==> src/rtl/systick_pkg.sv <==
package systick_pkg;
  localparam int unsigned REG_ADDR_W = 3;

  typedef enum logic [REG_ADDR_W-1:0] {
    A_CTRL    = 3'd0,
    A_RELOAD  = 3'd1,
    A_CURRENT = 3'd2,
    A_CALIB   = 3'd3,
    A_PEND    = 3'd4
  } reg_addr_e;

  localparam int unsigned CTRL_RUN_BIT   = 0;
  localparam int unsigned CTRL_IRQEN_BIT = 1;
  localparam int unsigned CTRL_CORE_BIT  = 2;
  localparam int unsigned STAT_FLAG_BIT  = 16;
  localparam int unsigned CAL_SKEW_BIT   = 30;
  localparam int unsigned CAL_NOREF_BIT  = 31;
  localparam int unsigned PEND_SET_BIT   = 0;
  localparam int unsigned PEND_CLR_BIT   = 1;

  typedef struct packed {
    logic core_clk;
    logic irq_en;
    logic run;
  } ctrl_t;
endpackage

==> src/rtl/systick_tick_sel.sv <==
module systick_tick_sel (
  input  logic run,
  input  logic core_clk,
  input  logic ext_tick,
  output logic tick
);
  always_comb begin
    tick = run & (core_clk | ext_tick);
  end
endmodule

==> src/rtl/systick_counter.sv <==
module systick_counter #(
  parameter int unsigned CNT_W = 24
) (
  input  logic             clk,
  input  logic             rst,
  input  logic             tick,
  input  logic             clr,
  input  logic             flag_rd,
  input  logic [CNT_W-1:0] reload,
  output logic [CNT_W-1:0] cnt_q,
  output logic             flag_q,
  output logic             zero_evt
);
  localparam logic [CNT_W-1:0] ONE  = CNT_W'(1);
  localparam logic [CNT_W-1:0] ZERO = '0;

  always_comb begin
    zero_evt = tick && !clr && (cnt_q == ONE);
  end

  always_ff @(posedge clk) begin
    if (rst) begin
      cnt_q  <= ZERO;
      flag_q <= 1'b0;
    end else if (clr) begin
      cnt_q  <= ZERO;
      flag_q <= 1'b0;
    end else begin
      if (tick) begin
        cnt_q <= (cnt_q == ZERO) ? reload : cnt_q - ONE;
      end
      if (zero_evt) begin
        flag_q <= 1'b1;
      end else if (flag_rd) begin
        flag_q <= 1'b0;
      end
    end
  end
endmodule

==> src/rtl/systick_regs.sv <==
module systick_regs
  import systick_pkg::*;
#(
  parameter int unsigned CNT_W     = 24,
  parameter int unsigned DATA_W    = 32,
  parameter int unsigned CAL_TENMS = 10499
) (
  input  logic                  clk,
  input  logic                  rst,
  input  logic [REG_ADDR_W-1:0] addr,
  input  logic                  wr_en,
  input  logic                  rd_en,
  input  logic [DATA_W-1:0]     wr_data,
  input  logic [CNT_W-1:0]      cnt,
  input  logic                  flag,
  input  logic                  zero_evt,
  output ctrl_t                 ctrl_q,
  output logic [CNT_W-1:0]      reload_q,
  output logic                  pend_q,
  output logic                  cur_wr,
  output logic                  flag_rd,
  output logic [DATA_W-1:0]     rd_data
);
  localparam logic [CNT_W-1:0] CAL_VAL = CNT_W'(CAL_TENMS);

  logic              pend_wr;
  logic [DATA_W-1:0] rd_word;

  always_comb begin
    cur_wr  = wr_en && (addr == A_CURRENT);
    pend_wr = wr_en && (addr == A_PEND);
    flag_rd = rd_en && (addr == A_CTRL);
  end

  always_ff @(posedge clk) begin
    if (rst) begin
      ctrl_q   <= '0;
      reload_q <= '0;
      pend_q   <= 1'b0;
    end else begin
      if (wr_en && addr == A_CTRL) begin
        ctrl_q <= ctrl_t'(wr_data[2:0]);
      end
      if (wr_en && addr == A_RELOAD) begin
        reload_q <= wr_data[CNT_W-1:0];
      end
      if ((zero_evt && ctrl_q.irq_en) || (pend_wr && wr_data[PEND_SET_BIT])) begin
        pend_q <= 1'b1;
      end else if (pend_wr && wr_data[PEND_CLR_BIT]) begin
        pend_q <= 1'b0;
      end
    end
  end

  always_comb begin
    rd_word = '0;
    case (addr)
      A_CTRL: begin
        rd_word[2:0]          = ctrl_q;
        rd_word[STAT_FLAG_BIT] = flag;
      end
      A_RELOAD:  rd_word[CNT_W-1:0] = reload_q;
      A_CURRENT: rd_word[CNT_W-1:0] = cnt;
      A_CALIB: begin
        rd_word[CNT_W-1:0]     = CAL_VAL;
        rd_word[CAL_SKEW_BIT]  = 1'b0;
        rd_word[CAL_NOREF_BIT] = 1'b0;
      end
      A_PEND:    rd_word[0] = pend_q;
      default:   rd_word = '0;
    endcase
  end

  always_ff @(posedge clk) begin
    if (rst) begin
      rd_data <= '0;
    end else if (rd_en) begin
      rd_data <= rd_word;
    end
  end
endmodule

==> src/rtl/systick_timer.sv <==
module systick_timer
  import systick_pkg::*;
#(
  parameter int unsigned CNT_W     = 24,
  parameter int unsigned DATA_W    = 32,
  parameter int unsigned CAL_TENMS = 10499
) (
  input  logic                  clk,
  input  logic                  rst,
  input  logic                  ext_tick,
  input  logic [REG_ADDR_W-1:0] addr,
  input  logic                  wr_en,
  input  logic                  rd_en,
  input  logic [DATA_W-1:0]     wr_data,
  output logic [DATA_W-1:0]     rd_data,
  output logic                  irq_req
);
  ctrl_t            ctrl_q;
  logic [CNT_W-1:0] reload_q;
  logic [CNT_W-1:0] cnt_q;
  logic             flag_q;
  logic             zero_evt;
  logic             tick;
  logic             cur_wr;
  logic             flag_rd;
  logic             pend_q;

  systick_tick_sel u_tick (
    .run      (ctrl_q.run),
    .core_clk (ctrl_q.core_clk),
    .ext_tick (ext_tick),
    .tick     (tick)
  );

  systick_counter #(.CNT_W(CNT_W)) u_cnt (
    .clk      (clk),
    .rst      (rst),
    .tick     (tick),
    .clr      (cur_wr),
    .flag_rd  (flag_rd),
    .reload   (reload_q),
    .cnt_q    (cnt_q),
    .flag_q   (flag_q),
    .zero_evt (zero_evt)
  );

  systick_regs #(.CNT_W(CNT_W), .DATA_W(DATA_W), .CAL_TENMS(CAL_TENMS)) u_regs (
    .clk      (clk),
    .rst      (rst),
    .addr     (addr),
    .wr_en    (wr_en),
    .rd_en    (rd_en),
    .wr_data  (wr_data),
    .cnt      (cnt_q),
    .flag     (flag_q),
    .zero_evt (zero_evt),
    .ctrl_q   (ctrl_q),
    .reload_q (reload_q),
    .pend_q   (pend_q),
    .cur_wr   (cur_wr),
    .flag_rd  (flag_rd),
    .rd_data  (rd_data)
  );

  always_comb begin
    irq_req = pend_q;
  end
endmodule

==> config.mk <==
export PLATFORM = sky130hd
export DESIGN_NAME = systick_timer
export DESIGN_NICKNAME = d
export VERILOG_FILES = /design/src/rtl/systick_pkg.sv /design/src/rtl/systick_tick_sel.sv /design/src/rtl/systick_counter.sv /design/src/rtl/systick_regs.sv /design/src/rtl/systick_timer.sv
export SDC_FILE = /design/constraint.sdc
export NUM_CORES = 1
export LEC_CHECK = 0
export ABC_CLOCK_PERIOD_IN_PS = 7100
export BUFFER_PORTS_ARGS = -buffer_cell sky130_fd_sc_hd__buf_2
export CORE_ASPECT_RATIO = 1.75
export CORE_MARGIN = 2
export CORE_UTILIZATION = 50
export CTS_CLUSTER_DIAMETER = 80
export DETAILED_ROUTE_END_ITERATION = 16
export PLACE_DENSITY = 0.73
export SLEW_MARGIN = 25
export SYNTH_ARGS = -nofsm -noshare
export SYNTH_HDL_FRONTEND = slang
export SYNTH_SLANG_ARGS = --single-unit
==> constraint.sdc <==
create_clock -name clk -period 7.1 [get_ports clk]
set_clock_uncertainty 0.15 [all_clocks]
set_input_delay 1.065 -clock clk [delete_from_list [all_inputs] [get_ports clk]]
set_output_delay 1.065 -clock clk [all_outputs]
set_load 0.02 [all_outputs]
Word level (Yosys, flattened, before mapping)
Cells that the tools add are included.
{"block": "word_totals", "out_inout_bits": 33, "input_bits": 40, "register_bits": 77, "elab_cells": 43}
{"block": "op_classes", "bitwise": 2, "n_reduce_logical": 17, "add_sub_neg": 1, "muxes": 10, "n_eq_ne": 5}
{"op": "one-hot mux 13 bit (3 select lines)", "n": 1}
{"op": "equality test 24 x 1 -> 1 bit (second input constant)", "n": 1}
{"op": "logical NOT 24 bit", "n": 1}
{"op": "two-way mux 24 bit", "n": 1}
{"op": "subtractor 24 x 1 -> 24 bit (second input constant)", "n": 1}
{"op": "one-hot mux 7 bit (2 select lines)", "n": 1}
{"op": "logical AND 1 bit", "n": 10}
{"op": "one-hot mux 2 bit (4 select lines)", "n": 1}
{"op": "equality test 3 x 2 -> 1 bit (second input constant)", "n": 2}
{"op": "one-hot mux 1 bit (5 select lines)", "n": 1}
{"op": "two-way mux 1 bit", "n": 4}
{"op": "nonzero test 2 bit", "n": 2}
{"op": "equality test 3 x 1 -> 1 bit (second input constant)", "n": 1}
{"op": "equality test 3 bit (second input constant)", "n": 1}
{"op": "logical NOT 3 bit", "n": 1}
{"op": "one-hot mux 1 bit (3 select lines)", "n": 1}
{"op": "OR reduction 2 bit", "n": 1}
{"op": "bitwise AND 1 bit", "n": 1}
{"op": "logical NOT 1 bit", "n": 1}
{"op": "logical OR 1 bit", "n": 1}
{"op": "bitwise OR 1 bit", "n": 1}

Longest topological paths before layout
{"block": "logic_depth", "word_depth": 8, "ltp_mapped": 8, "depth_no_buf": 7}

By module
A second synthesis with hierarchy kept.
{"block": "unflattened", "hier_cells": 475, "area_unflattened_um2": 3811.2}
{"mod": "systick_regs", "area_per_inst_um2": 2168.3, "cells_per_inst": 258, "instances": 1, "seq_area_each_um2": 1041.0}
{"mod": "systick_counter", "area_per_inst_um2": 1635.3, "cells_per_inst": 216, "instances": 1, "seq_area_each_um2": 500.5}
{"mod": "systick_tick_sel", "area_per_inst_um2": 7.5, "cells_per_inst": 1, "instances": 1, "seq_area_each_um2": 0.0}

Worst setup path after synthesis
Ideal clock, no wire load.
{"block": "synth_path", "kind": "input-to-reg", "from": "in addr[1]", "to": "reg u_regs.rd_data[22]", "path_buffers": 3, "arrival_time_ps": 2338, "path_slack_ps": 4547, "stages": 7, "cell_sequence": "clkbuf_1 > nor2b_1 > clkbuf_1 > clkbuf_1 > a22o_1 > a22oi_1 > nor2_1"}
{"block": "synth_via", "elab_chain_len": 2, "elab_cells_between_ends": 3, "classes_between": "2 x eq/ne; 1 x mux"}
{"element": "start: declaration", "line_no": "systick_timer.sv:11", "rtl": "input logic [REG_ADDR_W-1:0] addr,"}
{"element": "equality test 3 x 2 -> 1 bit or equality test 3 x 1 -> 1 bit (tied branches)", "line_no": "systick_regs.sv:57", "rtl": "case (addr)"}
{"element": "one-hot mux 7 bit (2 select lines) (*)", "line_no": "systick_regs.sv:57"}
{"element": "end signal: assignment", "line_no": "systick_regs.sv:78", "rtl": "rd_data <= rd_word;"}
{"element": "end: declaration", "line_no": "systick_regs.sv:22", "rtl": "output logic [DATA_W-1:0] rd_data"}
Mark *: on every way between the ends. The rest lies on a longest branch, timed or not.
A chain may end at the register's enable or synchronous reset.

Worst setup path after layout
{"block": "layout_path", "from": "reg u_cnt.cnt_q[12]", "to": "reg u_cnt.cnt_q[18]"}
{"block": "layout_via", "elab_chain_len": 2, "elab_cells_between_ends": 3, "classes_between": "1 x add/sub; 1 x mux; 1 x reduce/logical"}
{"element": "start: declaration", "line_no": "systick_counter.sv:10", "rtl": "output logic [CNT_W-1:0] cnt_q,"}
{"element": "start signal: assignment", "line_no": "systick_counter.sv:30", "rtl": "cnt_q <= (cnt_q == ZERO) ? reload : cnt_q - ONE;"}
{"element": "subtractor 24 x 1 -> 24 bit or logical NOT 24 bit (tied branches)", "line_no": "systick_counter.sv:30"}
{"element": "two-way mux 24 bit (*)", "line_no": "systick_counter.sv:30"}
Marks and branches as above.

==> results.ini <==
[outcome]
outcome=finished, final reports clean

[timing]
slew_headroom_pct=35.94
rsz0062_at_grt=false
hold_violations=0
hold_ws_ps=311.4
timing.fmax_mhz=323.4
setup_viol=0
tightestPinTransition_ps=958.2
fin_crit_ps=3092
slew_viol_final=0
setup_tns_ps=0
finalCritPeriodShare_pct=43.55

[worst_setup_path]
regToRegEndpoint=u_cnt.cnt_q[18]
slowest_delay_ps=580
reg2reg_slack_ps=4010
end_kind=flop
worstSetupPathType=flop to flop
cp.arrival_ps=3180
worst-path-buf-inv=1
slowest_stage=or4_4
startpoint_type=flop
cp_cell_sequence=or4_4 -> or4_1 -> nor3_2 -> buf_4 -> o21ai_0 -> a32o_1
worstRegToRegCells=6
cp_num_cells=6
critical_path.endpoint=u_cnt.cnt_q[18]
crit_start=u_cnt.cnt_q[12]
crit_fanout=14
required_ps=7180
r2r_start=u_cnt.cnt_q[12]
critPathTopFamily=simple AND/OR/NAND/NOR gates

[floorplan]
core_area_sq_mm=0.007462
initial_core_util_pct=50.67
die_h_um=119.0
placementRows=42
die-area_sq_mm=0.008301
dieWidth_um=69.74
ioPinCount=73

[placement]
port_buffers=56
place_hpwl_mm=6.996
place_congestion=0.9044

[finish]
post-route-util_pct=57.86
diodes=0
regArea_sq_mm=0.001541
drive_gt1_share_pct=16.67
multi_input_comb_area_sq_mm=0.002032
nFillCells=719
area_growth_pct=14.20
num-nets-final=549

[synth]
synthMostInstantiatedCell=dfxtp_1
ys_ff_latch=77
synthTopCellsByArea=dfxtp_1, nand2_1, a21oi_1
syn-cell-area_sq_mm=0.003781
yosys_most_used_dff=dfxtp_1
synth_xor_xnor_area_share_pct=0.2316
synth-compound-area-share_pct=25.31
synth_largest_area_cell=dfxtp_1
synth_cells=470
synth_cell_types=59
syn_area_per_cell_sq_um=8.045
yosysWarnings=0
synth_top_cells_by_count=dfxtp_1, nand2_1, nor2_1
ys_seq_area_share_pct=40.77
postSynth.asyncResetShare_pct=0
synth-edff-count=0
synth.area.mux_share_pct=2.945
synth-simple-area-share_pct=23.46
yosysTopAreaCellShare_pct=40.77
synthAdderAreaFrac_pct=0.9927
synth_top_family_by_area=compound AO/OA/AOI/OAI gates

[global_routing]
globalRouteMet1Util_pct=27.59
top_usage_layer=met2
antenna_found_initial=0
grt_remaining_overflow=0
grt_util_met2_pct=46.51
grt.total_usage_pct=25.33
grt_max_degree=55
grt_pass1_wl_mm=16.79
use_met3_pct=4.569
first_global_vias=3429

[clock_tree]
clock_path_buffers=2
path_clk_slew_ps=60
cts_made_buffers=9
postCtsSetupBuffers=0
cts_root_buf=clkbuf_16
tritoncts=built
cts_resized=0
postCtsHoldBufs=0
htreeDepth=3
cts_num_sinks=77
clock_latency_ps=340

[pwr]
power_density_mw_per_mm2=227.8
switchingPower_w=0.0002409
p_total_w=0.0009837
clkPwrFrac_pct=44.5
internal_power_w=0.0007427
switching_share_pct=24.49
combPwrFrac_pct=10.5
ir_worst_vdd_mv=0.1548
power_frac_seq_pct=45.0
p_leak_nw=1.678

[detailed_routing]
via_count=3628
wire_per_inst_um=17.04
ant_nets=0
drc=0
viasPerCell=6.067
drt-total-wl_mm=10.19
drt_iter0_markers=295
dr.pass1.iters=4

[flow_run]
drv_cap=0

[min_path]
hp-class=flop to flop

final cells by class:
cell class / instances / share of cell area (%)
Clock buffer: 13 / 5.564
Inverter: 9 / 0.7824
Clock inverter: 2 / 0.8114
Multi-Input combinational cell: 347 / 47.06
Timing Repair Buffer: 62 / 7.534
Sequential cell: 77 / 35.70
Tap cell: 88 / 2.550
power by group through the flow:
| stage | Combinational [W] | Clock [W] | Sequential, W |
|---|---|---|---|
| 2_1_floorplan | 0.0000739 | 0 | 0.000452 |
| 3_3_place_gp | 0.000100 | 0 | 0.000452 |
| 3_5_place_dp | 0.000102 | 0 | 0.000452 |
| 4_1_cts | 0.000102 | 0.000446 | 0.000443 |
| 5_1_grt | 0.000113 | 0.000461 | 0.000443 |
| 6_report | 0.000103 | 0.000438 | 0.000443 |
routing by layer:
metal	part of all wire (%)	vias up
met4	2.5	0
met2	54	103
met5	0	-
met3	4.6	23
li1	-	1774
met1	39	1728
worst register-to-register path, stage by stage (launching register included):
cell     delay (ps)
dfxtp_1         360
or4_4           580
or4_1           580
nor3_2          570
buf_4           320
o21ai_0         120
a32o_1          310
flip-flops by register name, summed over array words and instances (netlist names):
register	cells
u_regs.ctrl_q	3
u_cnt.cnt_q	24
u_regs.pend_q	1
u_cnt.flag_q	1
u_regs.reload_q	24
u_regs.rd_data	24
logic make-up after synthesis:
family	after synthesis
simple gates	181
compound gates	143
flops	77
buf+inv	53
mux	11
fa+ha+maj	3
other cells	1
xor+xnor	1
worst min-delay path by stage:
stage | start | endpoint | slack, ps | cells past startpoint
finish | u_regs.rd_data[1] | u_regs.rd_data[1] | 310 | 2
global route | u_regs.reload_q[14] | u_regs.reload_q[14] | 340 | 2
CTS | u_regs.reload_q[1] | u_regs.reload_q[1] | 310 | 2
detailed placement | u_regs.reload_q[1] | u_regs.reload_q[1] | 300 | 2
global placement | u_regs.reload_q[1] | u_regs.reload_q[1] | 300 | 2
floorplan | u_regs.reload_q[1] | u_regs.reload_q[1] | 290 | 2
stage by stage:
step | std cells | setup WS, ps | area (sq um)
floorplan | 477 | 4547 | 3807
global placement | 583 | 4073 | 4043
detailed placement | 583 | 4053 | 4043
CTS | 598 | 4038 | 4318
global route | 598 | 3854 | 4318
finish | 598 | 4008 | 4318
cells in the final DEF (no fill, tap or decap), types with 2 or more instances in the layout:
master	count
o21ai_0	19
nand4_1	5
clkbuf_16	9
o21a_1	2
and3_1	2
ha_1	3
o22ai_1	5
nor2b_1	4
o31a_1	2
buf_2	56
dfxtp_1	77
inv_1	8
conb_1	8
buf_4	6
nor3_1	8
nand3_1	11
o41ai_1	3
or3_1	5
a22oi_1	25
a31oi_1	7
mux2i_1	10
a22o_1	19
nor2_1	47
or4_1	10
o311ai_0	2
a21oi_1	41
o31ai_1	5
nand2_1	68
or2_2	3
nor4bb_1	2
a32o_1	3
nand4bb_1	2
clkbuf_1	4
Power figures use the tool's default switching activity.
